## src/rtl/ripple_fifo_pkg.sv

```systemverilog
package ripple_fifo_pkg;
  localparam int unsigned DEPTH_DEF = 64;
  localparam int unsigned WIDTH_DEF = 4;

  // Tracks whether the current high period of a strobe has already moved a word.
  typedef enum logic {
    STROBE_FREE  = 1'b0,
    STROBE_SPENT = 1'b1
  } strobe_state_e;
endpackage

```

## src/rtl/ft_strobe_guard.sv

```systemverilog
module ft_strobe_guard
  import ripple_fifo_pkg::*;
(
  input  logic clk,
  input  logic mr_n,
  input  logic strobe,
  input  logic fire,
  output logic block
);
  strobe_state_e st;

  always_ff @(posedge clk or negedge mr_n) begin
    if (!mr_n)        st <= STROBE_FREE;
    else if (fire)    st <= STROBE_SPENT;
    else if (!strobe) st <= STROBE_FREE;
  end

  // Movement next to the strobe's stage is held off while the spent strobe stays high.
  assign block = (st == STROBE_SPENT) && strobe;
endmodule

```

## src/rtl/ft_stage.sv

```systemverilog
module ft_stage #(
  parameter int unsigned WIDTH = 4
) (
  input  logic             clk,
  input  logic             mr_n,
  input  logic             load,
  input  logic             leave,
  input  logic [WIDTH-1:0] d_in,
  output logic             valid,
  output logic [WIDTH-1:0] d_out
);
  always_ff @(posedge clk or negedge mr_n) begin
    if (!mr_n) begin
      valid <= 1'b0;
      d_out <= '0;
    end else if (load) begin
      valid <= 1'b1;
      d_out <= d_in;
    end else if (leave) begin
      valid <= 1'b0;
    end
  end
endmodule

```

## src/rtl/ripple_fifo.sv

```systemverilog
module ripple_fifo
  import ripple_fifo_pkg::*;
#(
  parameter int unsigned DEPTH = DEPTH_DEF,
  parameter int unsigned WIDTH = WIDTH_DEF
) (
  input  logic             clk,
  input  logic             mr_n,
  input  logic             shift_in,
  input  logic [WIDTH-1:0] din,
  output logic             in_ready,
  input  logic             shift_out,
  output logic             out_ready,
  input  logic             oe,
  output logic [WIDTH-1:0] q,
  output logic             q_en
);
  localparam int unsigned LAST = DEPTH - 1;

  logic [DEPTH-1:0] v;
  logic [DEPTH-1:0] load;
  logic [DEPTH-1:0] leave;
  logic [LAST-1:0]  mv;
  logic [WIDTH-1:0] dat [DEPTH];
  logic             wr, rd, in_blk, out_blk;

  assign wr = shift_in & ~v[0];
  assign rd = shift_out & v[LAST];

  ft_strobe_guard u_in_guard (
    .clk(clk), .mr_n(mr_n), .strobe(shift_in), .fire(wr), .block(in_blk)
  );

  ft_strobe_guard u_out_guard (
    .clk(clk), .mr_n(mr_n), .strobe(shift_out), .fire(rd), .block(out_blk)
  );

  for (genvar k = 0; k < DEPTH; k++) begin : g_stage
    if (k < LAST) begin : g_move
      localparam logic FIRST     = (k == 0);
      localparam logic INTO_LAST = (k == LAST - 1);
      assign mv[k]    = v[k] & ~v[k+1] & ~(FIRST & in_blk) & ~(INTO_LAST & out_blk);
      assign leave[k] = mv[k];
    end else begin : g_read
      assign leave[k] = rd;
    end

    if (k == 0) begin : g_head
      assign load[k] = wr;
      ft_stage #(.WIDTH(WIDTH)) u_st (
        .clk(clk), .mr_n(mr_n), .load(load[k]), .leave(leave[k]),
        .d_in(din), .valid(v[k]), .d_out(dat[k])
      );
    end else begin : g_body
      assign load[k] = mv[k-1];
      ft_stage #(.WIDTH(WIDTH)) u_st (
        .clk(clk), .mr_n(mr_n), .load(load[k]), .leave(leave[k]),
        .d_in(dat[k-1]), .valid(v[k]), .d_out(dat[k])
      );
    end
  end

  assign in_ready  = ~v[0];
  assign out_ready = v[LAST];
  assign q         = oe ? dat[LAST] : '0;
  assign q_en      = oe;
endmodule

```

## config.mk

```make
export PLATFORM = sky130hd
export DESIGN_NAME = ripple_fifo
export DESIGN_NICKNAME = d
export VERILOG_FILES = /design/src/rtl/ripple_fifo_pkg.sv /design/src/rtl/ft_strobe_guard.sv /design/src/rtl/ft_stage.sv /design/src/rtl/ripple_fifo.sv
export SDC_FILE = /design/constraint.sdc
export NUM_CORES = 1
export LEC_CHECK = 0
export ABC_AREA = 1
export CORE_UTILIZATION = 35
export CTS_CLUSTER_DIAMETER = 200
export CTS_CLUSTER_SIZE = 16
export DETAILED_ROUTE_END_ITERATION = 8
export DONT_BUFFER_PORTS = 1
export PLACE_DENSITY = 0.5
export SLEW_MARGIN = 10
export SYNTH_ARGS = -nofsm -noshare
export SYNTH_HDL_FRONTEND = slang
export SYNTH_SLANG_ARGS = --single-unit
```

## constraint.sdc

```tcl
create_clock -name clk -period 1.19 [get_ports clk]
set_input_delay 0.238 -clock clk [delete_from_list [all_inputs] [get_ports clk]]
set_output_delay 0.238 -clock clk [all_outputs]
set_load 0.005 [all_outputs]
```

-- Word-level counts from Yosys, hierarchy flattened
Index checks and enable logic that the tools add are counted.
- flip-flop bits (word level): 322
- output and inout bits: 7
- word-level logic and storage cells: 464
- equal/unequal tests: 2
- multiplexer cells: 133
- bitwise gates (word level): 133
- reductions and logical operators: 66
- operators by type and width (cell ; number):
    $mux W1 ; 132
    $reduce_bool A2 Y1 ; 64
    $and A1 B1 Y1 ; 67
    $not A1 Y1 ; 66
    $mux W4 ; 1
    $ne A2 B1 Y1 const B ; 2
    $logic_and A1 B1 Y1 ; 2

-- Logic depth before layout (Yosys ltp)
Gate-level depths: netlist of run 1.
- word-level depth: 5
- depth in mapped cells: 4

-- Modules after synthesis
From an unflattened synthesis of run 1, not the netlist that was laid out.
- cells, all modules: 1495
- area, all modules: 12464.5 um^2
- modules (own cells, without submodules) (module ; times used ; cells each ; area each (um^2) ; seq. area each (um^2)):
    ft_stage ; 64 ; 21 ; 185.2 ; 125.1
    ripple_fifo ; 1 ; 141 ; 533.0 ; 0.0
    ft_strobe_guard ; 2 ; 5 ; 40.0 ; 25.0

-- Worst setup path after synthesis of run 1
Ideal clock, no wire load.
- path type: register to register
- from: register g_stage[2].g_body.u_st.valid
- to: register g_stage[2].g_body.u_st.d_out[3]
- arrival: 761 ps
- slack: 313 ps
- stages on the path, launching flop included: 5
- buffers on the path: 0
- cells stage by stage: dfrtp_1 inv_1 nand2_1 nand2_1 nand2_1
- word-level cells in the longest chain between the ends: 2
- RTL lines (element ; RTL line ; source):
    start: declaration ; ft_stage.sv:9 ; output logic valid,
    start signal: assignment ; ft_stage.sv:14 ; valid <= 1'b0;
    start signal: assignment ; ft_stage.sv:17 ; valid <= 1'b1;
    start signal: assignment ; ft_stage.sv:20 ; valid <= 1'b0;
    $not A1 Y1 ; ripple_fifo.sv:42 ; assign mv[k] = v[k] & ~v[k+1] & ~(FIRST & in_blk) & ~(INTO_LAST & out_blk);
    $and A1 B1 Y1 ; ripple_fifo.sv:42 ;
    end signal: assignment ; ft_stage.sv:18 ; d_out <= d_in;
    end: declaration ; ft_stage.sv:10 ; output logic [WIDTH-1:0] d_out
No other way between the ends.
A chain may end at the register's enable or synchronous reset.

-- Final worst setup path of run 1
- from: register g_stage[0].g_head.u_st.valid
- to: output port in_ready
- word-level cells in the longest chain between the ends: 1
- RTL lines (element ; RTL line ; source):
    start: declaration ; ft_stage.sv:9 ;
    start signal: assignment ; ft_stage.sv:14 ;
    start signal: assignment ; ft_stage.sv:17 ;
    start signal: assignment ; ft_stage.sv:20 ;
    $not A1 Y1 ; ripple_fifo.sv:63 ; assign in_ready = ~v[0];
    end: declaration ; ripple_fifo.sv:11 ; output logic in_ready,
No other way between the ends.

==> results of run 1 <==
cells by family after synthesis:
| group | Yosys count | synth area share |
|---|---|---|
| simple gates | 845 | 0.290 |
| flops | 322 | 0.662 |
| buf+inv | 69 | 0.0216 |
| compound gates | 63 | 0.0259 |
placed cells by master, fill, tap and decap left out, drive strengths merged:
cell	count
a21oi	2
nand2	584
dfrtp	322
inv	69
dlygate4sd3	6
buf	44
nor2	2
clkbuf	25
nand3	255
nand4	4
o21ai	61
timing repair:
action | CTS | global route
setup buffers | 2 | 2
gates resized for setup | 2 | 1
endpoints found under the hold margin | 336 | 322
pin swaps | 3 | 0
endpoints found under the setup margin | 6 | 6
layer usage:
metal / GRT usage / up-vias / wire [um] / share of wire
li1: - / 4353 / - / -
met4: 0.0326 / 0 / 474 / 0.023
met2: 0.197 / 63 / 9010 / 0.44
met5: 0 / - / 0 / 0
met3: 0.0175 / 31 / 495 / 0.024
met1: 0.171 / 3889 / 10600 / 0.52
stage by stage:
step	instances	TNS [ns]	hold WS (ns)	worst slack, ns	power [uW]
after floorplan	1299	0	-0.0576	0.313	15800
after global placement	1786	0	-0.0435	0.156	17000
after detailed placement	1786	0	-0.0430	0.147	17100
after CTS	1820	-0.520	-0.611	-0.118	24700
after global routing	1822	-0.651	-0.616	-0.133	25800
final	1822	-0.318	-0.585	-0.0862	24200
flip-flops by register name, summed over array words and instances, names as in the netlist:
| name | flops |
|---|---|
| g_stage.g_body.u_st.valid | 63 |
| u_out_guard.st | 1 |
| u_in_guard.st | 1 |
| g_stage.g_head.u_st.valid | 1 |
| g_stage.g_head.u_st.d_out | 4 |
| g_stage.g_body.u_st.d_out | 252 |
final cells by class:
cell class / instances / area, um^2 / share of cell area
clock buffer: 25 / 626 / 0.0455
clock inverter: 1 / 16.3 / 0.00118
inverter: 68 / 258 / 0.0187
multi-input combinational: 908 / 3850 / 0.280
sequential: 322 / 8060 / 0.586
tap: 448 / 561 / 0.0407
timing repair buffer: 50 / 390 / 0.0284
power breakdown:
group	leakage, uW	internal, uW	switching [uW]	total, uW
Combinational	0.00270	1230	2230	3450
Sequential	0.00442	12300	1190	13400
Clock	0.000315	3730	3600	7340
worst paths after layout:
check | start | to | slack, ns | cells past startpoint
worst min-delay path | mr_n | g_stage[49].g_body.u_st.d_out[0] | -0.59 | 0
worst max register to register | g_stage[31].g_body.u_st.valid | g_stage[31].g_body.u_st.d_out[1] | 0.12 | 4
worst min register to register | g_stage[33].g_body.u_st.d_out[2] | g_stage[33].g_body.u_st.d_out[2] | 0.47 | 2
worst max-delay path | g_stage[0].g_head.u_st.valid | in_ready | -0.09 | 1
min in group clk | din[3] | g_stage[0].g_head.u_st.d_out[3] | 0.40 | 3
max in group asynchronous | mr_n | g_stage[0].g_head.u_st.valid | 1.25 | 0
==> summary.txt, run 1 <==
Placed design
  • HPWL Detailed: 13000 um
  • Port Buf Inserts: 0
  • Area after DPL: 13000 um^2
  • Gpl congestion: 0.709

Final layout
  • # fillers: 3470
  • Share of cells above drive strength 1: 0.0575
  • Layout Nets: 1383
  • Area added between synthesis and finish: 13.1%
  • Antenna Cells: 0
  • Final Core Density: 0.406
  • Post-route cell area: 13800 um^2

Timing
  • Final Cycle Share: 1.07
  • Final Max Slew Viols: 0
  • Max_slew headroom: 0.609
  • Fin crit period: 1.28 ns
  • Slew @ Worst Pin: 0.587 ns
  • Worst Setup Slack, final: -0.0862 ns
  • Hold Fails Final Rpt: 322
  • Final setup skew: 0.0140 ns
  • RSZ-0062 raised after global routing: true
  • Worst hold margin: -0.585 ns
  • Final setup vio count: 6
  • Fmax: 784 MHz

Die
  • Initial Util: 0.359
  • I/O pin count: 16
  • Core Box Area: 33900 um^2
  • Die area: 35500 um^2
  • Die Y: 188 um
  • DIE WIDTH: 188 um
  • Site Rows: 67

Setup path
  • Kind of critical path: reg -> out
  • Cell family with most CP delay: flip-flops
  • Crit path largest cell delay: 0.43 ns
  • CP Cell Sequence: inv_4
  • CP max stage cell: dfrtp_2
  • CP arrival: 1.04 ns
  • CP Capture Type: output port
  • Req. time, crit path: 0.95 ns
  • CP startpoint kind: flip-flop
  • WP buf/inv: 1
  • Crit Path Max Fanout: 6

Drt
  • Routed WL: 20600 um
  • Drt first pass iters: 4
  • Via-per-instance ratio: 4.58
  • Initial DRC count: 469
  • Post-route ant nets: 0
  • Routed vias: 8336
  • DRC Markers: 0
  • DR WL/cell: 11.3 um

Run status
  • Failing checks: hold timing, setup timing
  • Status: complete, but fails checks

Global routing
  • All-layer global routing usage: 0.122
  • First-pass GRT wire length: 37800 um
  • Vias in the first global route: 8398
  • Largest net degree at the start of global routing: 323
  • Initial antenna violation count: 0
  • Remaining Overflow, GRT: 0

Logic synthesis
  • Post-synth top cells: nand2_1 (582), dfrtp_1 (322), nand3_1 (254)
  • Synthesized net count: 1308
  • Post-synth EDFFs: 0
  • Synth unique cells: 14
  • Top cell type's share of synthesized area: 0.662
  • Most common cell in the netlist: nand2_1
  • Biggest area consumer among synthesized cells: dfrtp_1
  • Netlist Area Pre-Place: 12200 um^2
  • Seq cells post-synth: 322
  • Synth area leaders: dfrtp_1 (66%), nand2_1 (18%), nand3_1 (10%)
  • Share of synthesized registers carrying an async set or reset: 1.00
  • Synth warn: 0
  • Ys flop type: dfrtp_1
  • Syn Area/Cell: 9.37 um^2
  • Post-synthesis sequential area ratio: 0.662
  • Synth Instances: 1299

CTS
  • Clock Tree Buf Depth: 3
  • # hold bufs at CTS: 6
  • CTS tree: yes
  • CTS sink cnt: 322
  • CTS H-tree lvls: 1
  • Clock transition at path regs: 0.07 ns
  • Number of CTS-inserted buffers: 24
  • Clk root buf: clkbuf_16
  • Clock Latency Late Sink: 0.52 ns

Run
  • MaxCap Viol Count: 0

Hold path
  • HP Class: in -> async

Pwr
  • Pwr Density: 1760 nW/um^2
  • Leak pwr: 0.00744 uW
  • Worst vdd ir: 990 uV
Note: power is estimated with default switching activity, not from simulation.
==> run 2, diff against run 1 <==
- clock period: 1.19 -> 1.59 ns (I/O delays scaled with it)
==> run 2 against run 1 <==
The run ends with hold timing left; critical path type unchanged; total power fell by 27%; critical endpoint unchanged; count of clock-buffer cells in the layout did not move; worst setup slack improved by 0.19 ns; clock skew fell by 0.0013 ns.
==> summary.txt, run 2 (synthesis gave the netlist of run 1 again) <==
Run status
  • Status: complete, but fails checks
  • Failing checks: hold timing

CTS
  • Clock transition at path regs: 0.07 ns
  • CTS H-tree lvls: 1
  • CTS sink cnt: 322
  • Clock Latency Late Sink: 0.52 ns
  • Clock Tree Buf Depth: 3
  • Number of CTS-inserted buffers: 24
  • # hold bufs at CTS: 6
  • Clk root buf: clkbuf_16
  • Post-CTS Setup Bufs: 0
  • CTS tree: yes
  • Post_cts resized: 0

Hold path
  • HP Class: in -> async

Die
  • Site Rows: 67
  • Core Box Area: 33900 um^2
  • DIE WIDTH: 188 um
  • Initial Util: 0.359
  • Die area: 35500 um^2
  • I/O pin count: 16
  • Die Y: 188 um

Setup path
  • CP startpoint kind: flip-flop
  • CP max stage cell: dfrtp_1
  • Kind of critical path: reg -> out
  • CP Cell Sequence: inv_2
  • CP arrival: 1.16 ns
  • CP Capture Type: output port
  • Req. time, crit path: 1.27 ns
  • Crit Path Max Fanout: 7
  • Crit path largest cell delay: 0.47 ns
  • Cell family with most CP delay: flip-flops
  • WP buf/inv: 1

Drt
  • Via-per-instance ratio: 4.62
  • Routed WL: 20400 um
  • Routed vias: 8223
  • Drt first pass iters: 5
  • Post-route ant nets: 0
  • Initial DRC count: 481
  • DRC Markers: 0
  • DR WL/cell: 11.5 um

Pwr
  • Tot Pwr: 17800 uW
  • Leak pwr: 0.00725 uW
  • Worst vdd ir: 798 uV
  • Pwr Density: 1330 nW/um^2

Final layout
  • Antenna Cells: 0
  • Area added between synthesis and finish: 10.3%
  • Share of cells above drive strength 1: 0.0248
  • Most common cell after layout, fill and taps aside: nand2_1
  • Max reg flops: 252
  • Regs by FF count: g_stage.g_body.u_st.d_out: 252 flops, g_stage.g_body.u_st.valid: 63 flops, g_stage.g_head.u_st.d_out: 4 flops
  • # fillers: 3501
  • Most frequent cells in the layout: nand2_1 (582), dfrtp_1 (322), nand3_1 (254)
  • Register name with the most flops: g_stage.g_body.u_st.d_out
  • Non-Filler Instances: 1778
  • Layout Nets: 1339

Placed design
  • HPWL Detailed: 12700 um
  • Gpl congestion: 0.709
  • Port Buf Inserts: 0
  • Cells after DPL: 1746

Timing
  • Slew @ Worst Pin: 0.718 ns
  • Fmax: 675 MHz
  • RSZ-0062 raised after global routing: false
  • Fin crit period: 1.48 ns
  • Final setup skew: 0.0126 ns
  • Setup TNS Final: 0 ns
  • Worst hold margin: -0.490 ns
  • Max_slew headroom: 0.521
  • Hold Fails Final Rpt: 322
  • Final Cycle Share: 0.932
  • Final setup vio count: 0
  • Final Max Slew Viols: 0

Global routing
  • Vias in the first global route: 8332
  • All-layer global routing usage: 0.121
  • Largest net degree at the start of global routing: 323
  • Initial antenna violation count: 0
  • First-pass GRT wire length: 37600 um
  • Remaining Overflow, GRT: 0

Run
  • MaxCap Viol Count: 0
==> run 2: cell types whose count changed in the layout (fill, tap and decap cells not counted), sizes merged <==
cell,previous run,this run
buf,44,0
==> run 2: area by class of cell <==
class,instances,area (um^2),share of cell area
clock buffer,25,626,0.0466
clock inverter,1,16.3,0.00121
inverter,68,255,0.0190
multi-input combinational,908,3850,0.287
sequential,322,8060,0.600
tap,448,561,0.0418
timing repair buffer,6,60.1,0.00447
==> run 2: path summary, 6_finish.rpt <==
| path | to | startpoint | depth (start not counted) | slack, ns |
|---|---|---|---|---|
| min reg2reg | g_stage[61].g_body.u_st.d_out[0] | g_stage[61].g_body.u_st.d_out[0] | 2 | 0.47 |
| min in group clk | u_out_guard.st | shift_out | 2 | 0.09 |
| min | g_stage[47].g_body.u_st.valid | mr_n | 0 | -0.49 |
| max | in_ready | g_stage[0].g_head.u_st.valid | 1 | 0.11 |
| max reg2reg | g_stage[15].g_body.u_st.d_out[3] | g_stage[15].g_body.u_st.valid | 4 | 0.54 |
| max in group asynchronous | g_stage[29].g_body.u_st.d_out[2] | mr_n | 0 | 1.49 |
==> run 2: per-stage QoR <==
step / cell area [um^2] / utilization / setup WS (ns) / hold WS [ns]
after CTS: 13400 / 0.396 / 0.0833 / -0.531
after global routing: 13400 / 0.396 / 0.0467 / -0.526
final: 13400 / 0.396 / 0.108 / -0.490
after floorplan: 12200 / - / 0.697 / 0.0224
after detailed placement: 12700 / 0.376 / 0.558 / 0.0376
after global placement: 12700 / 0.376 / 0.561 / 0.0364
==> run 2: layer usage <==
layer	up-vias	part of all wire	global-route usage
li1	4270	-	-
met1	3860	0.52	0.174
met2	64	0.44	0.192
met3	29	0.023	0.0164
met4	0	0.025	0.0347
met5	-	0	0
==> run 2: power breakdown <==
part           internal [uW]  switching, uW
registers               9170            913
clock network           2790           2700
logic                    641           1600
total                  12600           5210
